`src/rtl/rs_pkg.sv`:
```
package rs_pkg;
  typedef enum logic [1:0] {
    SL_FREE = 2'd0,
    SL_WAIT = 2'd1,
    SL_SENT = 2'd2
  } slot_st_e;
endpackage

```
`src/rtl/rs_slot.sv`:
```
module rs_slot
  import rs_pkg::*;
#(
  parameter int DATA_W = 32,
  parameter int TAG_W  = 3,
  parameter int OP_W   = 4,
  parameter int AGE_W  = 2
) (
  input  logic              clk,
  input  logic              rst_n,
  input  logic              alloc,
  input  logic [OP_W-1:0]   in_op,
  input  logic [TAG_W-1:0]  in_dst,
  input  logic              in_a_wait,
  input  logic [TAG_W-1:0]  in_a_tag,
  input  logic [DATA_W-1:0] in_a_val,
  input  logic              in_b_wait,
  input  logic [TAG_W-1:0]  in_b_tag,
  input  logic [DATA_W-1:0] in_b_val,
  input  logic [AGE_W-1:0]  alloc_age,
  input  logic              bus_valid,
  input  logic [TAG_W-1:0]  bus_tag,
  input  logic [DATA_W-1:0] bus_val,
  input  logic              launch,
  input  logic              rel_any,
  input  logic [AGE_W-1:0]  rel_age,
  output logic              busy,
  output logic              ready,
  output logic              rel_o,
  output logic [AGE_W-1:0]  age,
  output logic [OP_W-1:0]   op,
  output logic [TAG_W-1:0]  dst,
  output logic [DATA_W-1:0] a_val,
  output logic [DATA_W-1:0] b_val
);
  slot_st_e            st_q, st_d;
  logic [AGE_W-1:0]    age_q, age_d;
  logic [OP_W-1:0]     op_q, op_d;
  logic [TAG_W-1:0]    dst_q, dst_d, at_q, at_d, bt_q, bt_d;
  logic                aw_q, aw_d, bw_q, bw_d;
  logic [DATA_W-1:0]   av_q, av_d, bv_q, bv_d;
  logic                a_hit, b_hit, a_fwd, b_fwd, data_en;

  assign busy  = (st_q != SL_FREE);
  assign ready = (st_q == SL_WAIT) && !aw_q && !bw_q;
  assign rel_o = busy && bus_valid && (bus_tag == dst_q);
  assign a_hit = busy && aw_q && bus_valid && (bus_tag == at_q);
  assign b_hit = busy && bw_q && bus_valid && (bus_tag == bt_q);
  assign a_fwd = in_a_wait && bus_valid && (bus_tag == in_a_tag);
  assign b_fwd = in_b_wait && bus_valid && (bus_tag == in_b_tag);
  assign data_en = alloc || a_hit || b_hit;

  always_comb begin
    st_d  = st_q;
    age_d = age_q;
    op_d  = op_q;
    dst_d = dst_q;
    aw_d  = aw_q;
    at_d  = at_q;
    av_d  = av_q;
    bw_d  = bw_q;
    bt_d  = bt_q;
    bv_d  = bv_q;
    if (alloc) begin
      st_d  = SL_WAIT;
      age_d = alloc_age;
      op_d  = in_op;
      dst_d = in_dst;
      aw_d  = in_a_wait && !a_fwd;
      at_d  = in_a_tag;
      av_d  = a_fwd ? bus_val : in_a_val;
      bw_d  = in_b_wait && !b_fwd;
      bt_d  = in_b_tag;
      bv_d  = b_fwd ? bus_val : in_b_val;
    end else begin
      if (a_hit) begin
        aw_d = 1'b0;
        av_d = bus_val;
      end
      if (b_hit) begin
        bw_d = 1'b0;
        bv_d = bus_val;
      end
      if (launch) st_d = SL_SENT;
      if (rel_o) st_d = SL_FREE;
      if (busy && rel_any && !rel_o && (rel_age < age_q)) age_d = age_q - 1'b1;
    end
  end

  always_ff @(posedge clk or negedge rst_n) begin
    if (!rst_n) begin
      st_q  <= SL_FREE;
      age_q <= '0;
      aw_q  <= 1'b0;
      bw_q  <= 1'b0;
    end else begin
      st_q  <= st_d;
      age_q <= age_d;
      aw_q  <= aw_d;
      bw_q  <= bw_d;
    end
  end

  always_ff @(posedge clk) begin
    if (data_en) begin
      op_q  <= op_d;
      dst_q <= dst_d;
      at_q  <= at_d;
      av_q  <= av_d;
      bt_q  <= bt_d;
      bv_q  <= bv_d;
    end
  end

  assign age   = age_q;
  assign op    = op_q;
  assign dst   = dst_q;
  assign a_val = av_q;
  assign b_val = bv_q;
endmodule

```
`src/rtl/rs_age_pick.sv`:
```
module rs_age_pick #(
  parameter int SLOTS = 4,
  parameter int AGE_W = 2
) (
  input  logic [SLOTS-1:0]       ready,
  input  logic [SLOTS*AGE_W-1:0] ages,
  output logic [SLOTS-1:0]       grant
);
  always_comb begin
    for (int i = 0; i < SLOTS; i++) begin
      grant[i] = ready[i];
      for (int j = 0; j < SLOTS; j++) begin
        if (j != i && ready[j] &&
            (ages[j*AGE_W +: AGE_W] < ages[i*AGE_W +: AGE_W]))
          grant[i] = 1'b0;
      end
    end
  end
endmodule

```
`src/rtl/rs_tag_pool.sv`:
```
module rs_tag_pool #(
  parameter int SLOTS  = 4,
  parameter int DATA_W = 32,
  parameter int TAG_W  = 3,
  parameter int OP_W   = 4
) (
  input  logic              clk,
  input  logic              rst_n,
  input  logic              iss_valid,
  input  logic [OP_W-1:0]   iss_op,
  input  logic [TAG_W-1:0]  iss_dst,
  input  logic              iss_a_wait,
  input  logic [TAG_W-1:0]  iss_a_tag,
  input  logic [DATA_W-1:0] iss_a_val,
  input  logic              iss_b_wait,
  input  logic [TAG_W-1:0]  iss_b_tag,
  input  logic [DATA_W-1:0] iss_b_val,
  output logic              iss_ready,
  input  logic              cdb_valid,
  input  logic [TAG_W-1:0]  cdb_tag,
  input  logic [DATA_W-1:0] cdb_val,
  output logic              disp_valid,
  output logic [OP_W-1:0]   disp_op,
  output logic [TAG_W-1:0]  disp_dst,
  output logic [DATA_W-1:0] disp_a,
  output logic [DATA_W-1:0] disp_b
);
  localparam int AGE_W = (SLOTS > 1) ? $clog2(SLOTS) : 1;

  logic [SLOTS-1:0]       busy_v, rdy_v, rel_v, grant_v, alloc_v;
  logic [SLOTS*AGE_W-1:0] age_flat;
  logic [OP_W-1:0]        s_op  [SLOTS];
  logic [TAG_W-1:0]       s_dst [SLOTS];
  logic [DATA_W-1:0]      s_a   [SLOTS];
  logic [DATA_W-1:0]      s_b   [SLOTS];
  logic [AGE_W:0]         live_cnt;
  logic [AGE_W-1:0]       alloc_age, rel_age;
  logic                   found;

  always_comb begin
    found   = 1'b0;
    alloc_v = '0;
    for (int i = 0; i < SLOTS; i++) begin
      if (!busy_v[i] && !found) begin
        alloc_v[i] = iss_valid;
        found      = 1'b1;
      end
    end
  end
  assign iss_ready = found;

  always_comb begin
    live_cnt = '0;
    rel_age  = '0;
    for (int i = 0; i < SLOTS; i++) begin
      if (busy_v[i] && !rel_v[i]) live_cnt = live_cnt + 1'b1;
      if (rel_v[i]) rel_age = rel_age | age_flat[i*AGE_W +: AGE_W];
    end
  end
  assign alloc_age = live_cnt[AGE_W-1:0];

  for (genvar g = 0; g < SLOTS; g++) begin : g_slot
    rs_slot #(
      .DATA_W(DATA_W), .TAG_W(TAG_W), .OP_W(OP_W), .AGE_W(AGE_W)
    ) u_slot (
      .clk       (clk),
      .rst_n     (rst_n),
      .alloc     (alloc_v[g]),
      .in_op     (iss_op),
      .in_dst    (iss_dst),
      .in_a_wait (iss_a_wait),
      .in_a_tag  (iss_a_tag),
      .in_a_val  (iss_a_val),
      .in_b_wait (iss_b_wait),
      .in_b_tag  (iss_b_tag),
      .in_b_val  (iss_b_val),
      .alloc_age (alloc_age),
      .bus_valid (cdb_valid),
      .bus_tag   (cdb_tag),
      .bus_val   (cdb_val),
      .launch    (grant_v[g]),
      .rel_any   (|rel_v),
      .rel_age   (rel_age),
      .busy      (busy_v[g]),
      .ready     (rdy_v[g]),
      .rel_o     (rel_v[g]),
      .age       (age_flat[g*AGE_W +: AGE_W]),
      .op        (s_op[g]),
      .dst       (s_dst[g]),
      .a_val     (s_a[g]),
      .b_val     (s_b[g])
    );
  end

  rs_age_pick #(.SLOTS(SLOTS), .AGE_W(AGE_W)) u_pick (
    .ready (rdy_v),
    .ages  (age_flat),
    .grant (grant_v)
  );

  always_comb begin
    disp_op  = '0;
    disp_dst = '0;
    disp_a   = '0;
    disp_b   = '0;
    for (int i = 0; i < SLOTS; i++) begin
      if (grant_v[i]) begin
        disp_op  = disp_op  | s_op[i];
        disp_dst = disp_dst | s_dst[i];
        disp_a   = disp_a   | s_a[i];
        disp_b   = disp_b   | s_b[i];
      end
    end
  end
  assign disp_valid = |grant_v;
endmodule

```
`config.mk`:
```
export PLATFORM = sky130hd
export DESIGN_NAME = rs_tag_pool
export DESIGN_NICKNAME = d
export VERILOG_FILES = /design/src/rtl/rs_pkg.sv /design/src/rtl/rs_slot.sv /design/src/rtl/rs_age_pick.sv /design/src/rtl/rs_tag_pool.sv
export SDC_FILE = /design/constraint.sdc
export NUM_CORES = 1
export LEC_CHECK = 0
export BUFFER_PORTS_ARGS = -buffer_cell sky130_fd_sc_hd__buf_2
export CORE_MARGIN = 2
export CORE_UTILIZATION = 30
export CTS_CLUSTER_SIZE = 25
export DETAILED_ROUTE_END_ITERATION = 10
export PLACE_DENSITY = 0.53
export REMOVE_ABC_BUFFERS = 1
export SYNTH_ARGS = -nofsm -noshare
export SYNTH_HDL_FRONTEND = slang
export SYNTH_SLANG_ARGS = --single-unit
```
`constraint.sdc`:
```
create_clock -name clk -period 4.5 [get_ports clk]
set_input_delay 0.45 -clock clk [delete_from_list [all_inputs] [get_ports clk]]
set_output_delay 0.45 -clock clk [all_outputs]
set_load 0.02 [all_outputs]
```
# Word level (Yosys, flattened, before mapping)
# Index checks and enable logic that the tools add are counted.
dict set report classes {
  n_eq_ne 18
  mux 98
  div 0
  reduce_logical 138
  shift 0
  order_cmp 16
  bitwise_logic 15
  add_sub_neg 7
  mul 0
}
# cell n
set op_table {}
lappend op_table {{32-bit 2-to-1 mux} 26}
lappend op_table {{32-bit bitwise OR} 6}
lappend op_table {{1-bit logical AND} 77}
lappend op_table {{2-bit 2-to-1 mux} 27}
lappend op_table {{3-bit equality test} 14}
lappend op_table {{1-bit 2-to-1 mux} 37}
lappend op_table {{2-bit less-than comparator} 16}
lappend op_table {{2-bit nonzero test} 16}
lappend op_table {{2-bit AND reduction} 12}
lappend op_table {{1-bit zero test} 19}
lappend op_table {{4-bit 2-to-1 mux} 4}
lappend op_table {{3-bit 2-to-1 mux} 4}
lappend op_table {{4-bit bitwise OR} 3}
lappend op_table {{3-bit nonzero test} 4}
lappend op_table {{3-bit bitwise OR} 3}
lappend op_table {{2-bit by 1-bit equality test with 1-bit output (second input constant)} 4}
lappend op_table {{1-bit logical OR} 8}
lappend op_table {{4-bit OR reduction} 2}
lappend op_table {{2-bit by 1-bit subtractor with 2-bit output (second input constant)} 4}
lappend op_table {{2-bit bitwise OR} 3}
lappend op_table {{2-bit by 1-bit adder with 2-bit output (second input constant)} 2}
lappend op_table {{1-bit by 1-bit adder with 2-bit output (second input constant)} 1}
dict set report totals {
  in_bits 118
  memories 0
  ff_bits 332
  mem_bits_ro 0
  latchBits 0
  output_inout_bits 73
  ram_bits 0
}

# Logic depth before layout (Yosys ltp)
dict set report logic_depth {
  ltp_word 14
  ltp_mapped 13
  ltp_nobuf 11
}

# Modules after synthesis
# A second synthesis with hierarchy kept.
dict set report hier_totals {
  hier_cells 1171
  hier_area_um2 17478.0
}
# mod n_inst cells_per_inst seq_area_each_um2 area_each_um2
set modules_own_cells {}
lappend modules_own_cells {rs_slot 4 212 2462.4 3853.7}
lappend modules_own_cells {rs_tag_pool 1 276 0.0 1687.9}
lappend modules_own_cells {rs_age_pick 1 47 0.0 375.4}

# Worst setup path before layout
# Ideal clock, no wire load.
dict set report synth_path {
  path_kind {input -> register}
  startpoint {in cdb_tag[2]}
  endpoint {reg g_slot[2].u_slot.bv_q[0], enable pin}
  cell_stages 5
  path_buffers 2
  arrival_time_ns 3.723
  path_slack_ns 0.309
  required_ns 4.032
  cell_sequence {buf_4 -> buf_6 -> xor2_1 -> or4_1 -> o21ai_0}
}
dict set report synth_between {
  elab_chain_cells 5
}
# element line_no
set synth_rtl {}
lappend synth_rtl {{start: declaration} rs_tag_pool.sv:20} ;# input logic [TAG_W-1:0] cdb_tag,
lappend synth_rtl {{3-bit equality test} rs_slot.sv:47} ;# assign a_hit = busy && aw_q && bus_valid && (bus_tag == at_q);
lappend synth_rtl {{1-bit logical AND} rs_slot.sv:47}
lappend synth_rtl {{1-bit logical OR (2 in series)} rs_slot.sv:51} ;# assign data_en = alloc || a_hit || b_hit;
lappend synth_rtl {{2-bit AND reduction (no line) *} n/a}
lappend synth_rtl {{end signal: assignment} rs_slot.sv:111} ;# bv_q <= bv_d;
lappend synth_rtl {{end: declaration} rs_slot.sv:41} ;# logic [DATA_W-1:0] av_q, av_d, bv_q, bv_d;
# Mark *: on every way between the ends. The rest lies on a longest branch, timed or not.
# A chain may end at the register's enable or synchronous reset.

# Worst setup path in the final report
dict set report layout_path {
  startpoint {reg g_slot[2].u_slot.st_q[1]}
  endpoint {out disp_b[1]}
}
dict set report layout_between {
  elab_chain_cells 13
}
# element line_no
set layout_rtl {}
lappend layout_rtl {{start: declaration} rs_slot.sv:36} ;# slot_st_e st_q, st_d;
lappend layout_rtl {{start signal: assignment} rs_slot.sv:97} ;# st_q <= st_d;
lappend layout_rtl {{2-bit by 1-bit equality test with 1-bit output *} rs_slot.sv:45} ;# assign ready = (st_q == SL_WAIT) && !aw_q && !bw_q;
lappend layout_rtl {{1-bit logical AND * (2 in series)} rs_slot.sv:45}
lappend layout_rtl {{1-bit logical AND} rs_age_pick.sv:13} ;# if (j != i && ready[j] &&
lappend layout_rtl {{1-bit 2-to-1 mux (2 in series)} rs_age_pick.sv:13}
lappend layout_rtl {{32-bit 2-to-1 mux} rs_tag_pool.sv:107} ;# if (grant_v[i]) begin
lappend layout_rtl {{32-bit bitwise OR} rs_tag_pool.sv:111} ;# disp_b = disp_b | s_b[i];
lappend layout_rtl {{32-bit 2-to-1 mux} rs_tag_pool.sv:107}
lappend layout_rtl {{32-bit bitwise OR} rs_tag_pool.sv:111}
lappend layout_rtl {{32-bit 2-to-1 mux} rs_tag_pool.sv:107}
lappend layout_rtl {{32-bit bitwise OR} rs_tag_pool.sv:111}
lappend layout_rtl {{32-bit 2-to-1 mux *} rs_tag_pool.sv:107}
lappend layout_rtl {{end: declaration} rs_tag_pool.sv:26} ;# output logic [DATA_W-1:0] disp_b
# Marks and branches as above.

==> impl_metrics.ini <==
[timing]
finalSetupViolations = 0
setup_slack_ns = 0.617
tns_ns = 0
hold_viol = 0
period_share = 0.863
slew_viol_final = 0
rsz0062_at_grt = false
fmax_mhz = 258
worst_pin_slew_ns = 0.980
fin_crit_ns = 3.88
relSlewSlack = 0.340
worst_clock_skew_ns = 0.0269

[clock_tree]
post-cts-setup-buffer-count = 0
path_clk_slew_ns = 0.06
clockBufferDepth = 3
clock_latency_ns = 0.57
cts_tree = yes
cts_root_buf = clkbuf_16
cts_sinks = 332
ctsHtreeMaxLevel = 2
cts_buffers = 39

[grt]
grtUsageTotal = 0.175
grt_pass1_wl_mm = 72.8
grt_start_max_net_pins = 54
grt_overflow = 0
antenna_found_initial = 4
grt_pass1_vias = 10936

[worst_setup_path]
critical_path.top_delay_family = simple AND/OR/NAND/NOR gates
rr_worst_depth = 6
path_buf_inv = 2
critPathMaxStageDelay_ns = 0.85
crit_required_ns = 4.05
crit_chain = nor4_1 > o21ai_0 > a211oi_4 > buf_4 > a22oi_1 > nand2_1 > buf_2
cp.depth = 7
crit_fanout = 21
r2r_setup_slack_ns = 1.44
r2r-start = g_slot[0].u_slot.st_q[1]
endpoint = disp_b[1]
worstSetupStartpoint = g_slot[2].u_slot.st_q[1]
start_kind = register
path_class = reg -> out
cp_data_arrival_time_ns = 3.43
cpMaxStageDelayCell = nor4_1
r2r_end = g_slot[3].u_slot.b_val[20]
end_kind = output port

[synthesis]
synth-adder-area-share = 0.0139
synth_top_family_by_area = multiplexers
synth_top_area_frac = 0.570
yosys.area_share.simple = 0.0488
synth_edf_count = 308
ys_seq_elements = 332
post_synth_main_area_contributors = edfxtp_1 57%, mux2_2 18%, a22oi_1 6.7%, dfrtp_1 3.7%, nand2_1 1.9%
synth_cell_types = 51
synthCells = 1125
netlist_area_sq_um = 16200
synth_compound_area_frac = 0.0915
yosysTopAreaCell = edfxtp_1
synthXorXnorAreaFrac = 0.0265
syn_area_per_cell_sq_um = 14.4
synth_mux_area_frac = 0.182
seq_area_frac_synth = 0.607
synthFlopType = edfxtp_1
synth_warnings = 0
async_reset_ff_frac = 0.0723

[final_layout]
finalNetCount = 1458
drive_gt1_frac = 0.419
nFillCells = 5241
layout_commonest_cell = edfxtp_1
area_growth_pct = 20.1
multiInputGateArea_sq_um = 6050
regArea_sq_um = 9850
most-common-layout-cells = 308 x edfxtp_1, 257 x mux2_2, 190 x buf_2, 145 x a22oi_1, 83 x nand2_1

[die]
die-height_um = 237
core_region_area_sq_um = 53600
io_pins = 191
die_x_um = 237
rows = 85
start_util = 0.303
die_area_sq_um = 55900

[route]
vias = 10482
wl_per_cell_um = 24.1
via_per_inst = 5.12
initialDrtViolationCount = 612
ant_nets = 0
first_pass_iters = 5
drc = 0
routed_wl_mm = 49.2

[power]
ir_drop_mv = 0.500
power.total_mw = 13.2
leakagePower_nw = 7.12
power_density_nw_per_um2 = 677

[min_path]
hp-class = in -> reg

[placement]
place.gp.congestion = 0.791
dp_hpwl_mm = 31.0
pre_cts_slack_ns = 1.22
port-buffer-count = 190

[status]
status = complete, no violations

[flow_run]
cap_violations = 0
## Yosys cell counts, types with 2 or more instances
library cell and n:
buf_2 41, nor3_1 13, mux2i_1 5, nor4_2 2, or3_1 7, ha_1 18
o211ai_1 3, o21ai_0 14, o21a_1 2, nand2_1 83, o311a_1 2, o31ai_1 6
nand2b_1 4, nand3_1 4, dfrtp_1 24, nor4b_4 2, or2_2 3, xnor2_1 18
nor4_1 4, or4_1 7, inv_1 35, o22ai_1 8, a22oi_1 145, o221ai_1 3
mux2_2 257, a21oi_1 6, xor2_1 28, nor2_1 17, buf_1 3, clkbuf_1 18
a21o_1 5, nor4b_1 2, edfxtp_1 308, buf_6 4, nand4_1 5, a211oi_1 4
## cell type report
type / instances / area share
diodes: 1 / 0.000129
clock buffers: 49 / 0.0542
clock inverters: 19 / 0.0109
inverters: 36 / 0.00694
multi-input cells: 689 / 0.311
flip-flops and latches: 332 / 0.506
well taps: 696 / 0.0447
repair buffers: 224 / 0.0666
## flip-flops by register name (all words and copies together) (netlist names)
| signal | count |
|---|---|
| g_slot.u_slot.dst | 12 |
| g_slot.u_slot.b_val | 128 |
| g_slot.u_slot.bt_q | 12 |
| g_slot.u_slot.st_q | 8 |
| g_slot.u_slot.a_val | 128 |
| g_slot.u_slot.aw_q | 4 |
| g_slot.u_slot.op | 16 |
| g_slot.u_slot.age | 8 |
| g_slot.u_slot.at_q | 12 |
| g_slot.u_slot.bw_q | 4 |
## power breakdown
part	internal (mW)	switching [mW]
clock network	1.90	1.30
logic	1.85	3.55
registers	4.31	0.289
total	8.05	5.13
## worst register-to-register path: stages, from the launching register on
cell and delay, ns:
dfrtp_1 0.49, o21ai_0 0.20, nor3_1 0.17, nand2_1 0.46, nor2_4 0.85, buf_12 0.28
mux2_2 0.36
## cell families (layout without fill, tap and decap cells)
logic type	count (synthesis)	count (layout)
flip-flops	332	332
buffers and inverters	104	328
AND/OR/NAND/NOR	159	159
XOR/XNOR	47	47
multiplexers	262	262
adder cells (fa/ha/maj)	18	18
other	0	1
AO/OA/AOI/OAI	203	203
## how the worst min path moves through the flow
stage	start	endpoint	depth (start not counted)
after floorplan	rst_n	g_slot[0].u_slot.age[0]	0
after global placement	rst_n	g_slot[0].u_slot.st_q[1]	1
after detailed placement	rst_n	g_slot[0].u_slot.st_q[1]	1
after CTS	iss_dst[0]	g_slot[0].u_slot.dst[0]	1
after global routing	iss_op[3]	g_slot[2].u_slot.op[3]	1
final	iss_op[3]	g_slot[2].u_slot.op[3]	1
## metal layers
metal / part of all wire / track usage / vias up
met4: 0.017 / 0.0449 / 6
met1: 0.45 / 0.237 / 5354
met5: 0.00081 / 0 / -
li1: - / - / 4800
met3: 0.049 / 0.0352 / 64
met2: 0.48 / 0.286 / 258
## per-stage QoR
| step | util | hold WS, ns | area (sq um) | std cells |
|---|---|---|---|---|
| after global routing | 0.363 | 0.0915 | 19500 | 2045 |
| final | 0.363 | 0.0987 | 19500 | 2046 |
| after detailed placement | 0.339 | 0.480 | 18200 | 1976 |
| after global placement | 0.339 | 0.467 | 18200 | 1976 |
| after CTS | 0.363 | 0.0657 | 19500 | 2045 |
| after floorplan | - | 0.154 | 15900 | 1057 |
## what timing repair did
| action | in CTS | in global routing |
|---|---|---|
| hold buffers | 1 | 0 |
| gates resized for setup | 0 | 0 |
| setup endpoints to repair | 0 | 0 |
| endpoints found under the hold margin | 24 | 0 |
Power figures use the tool's default switching activity.
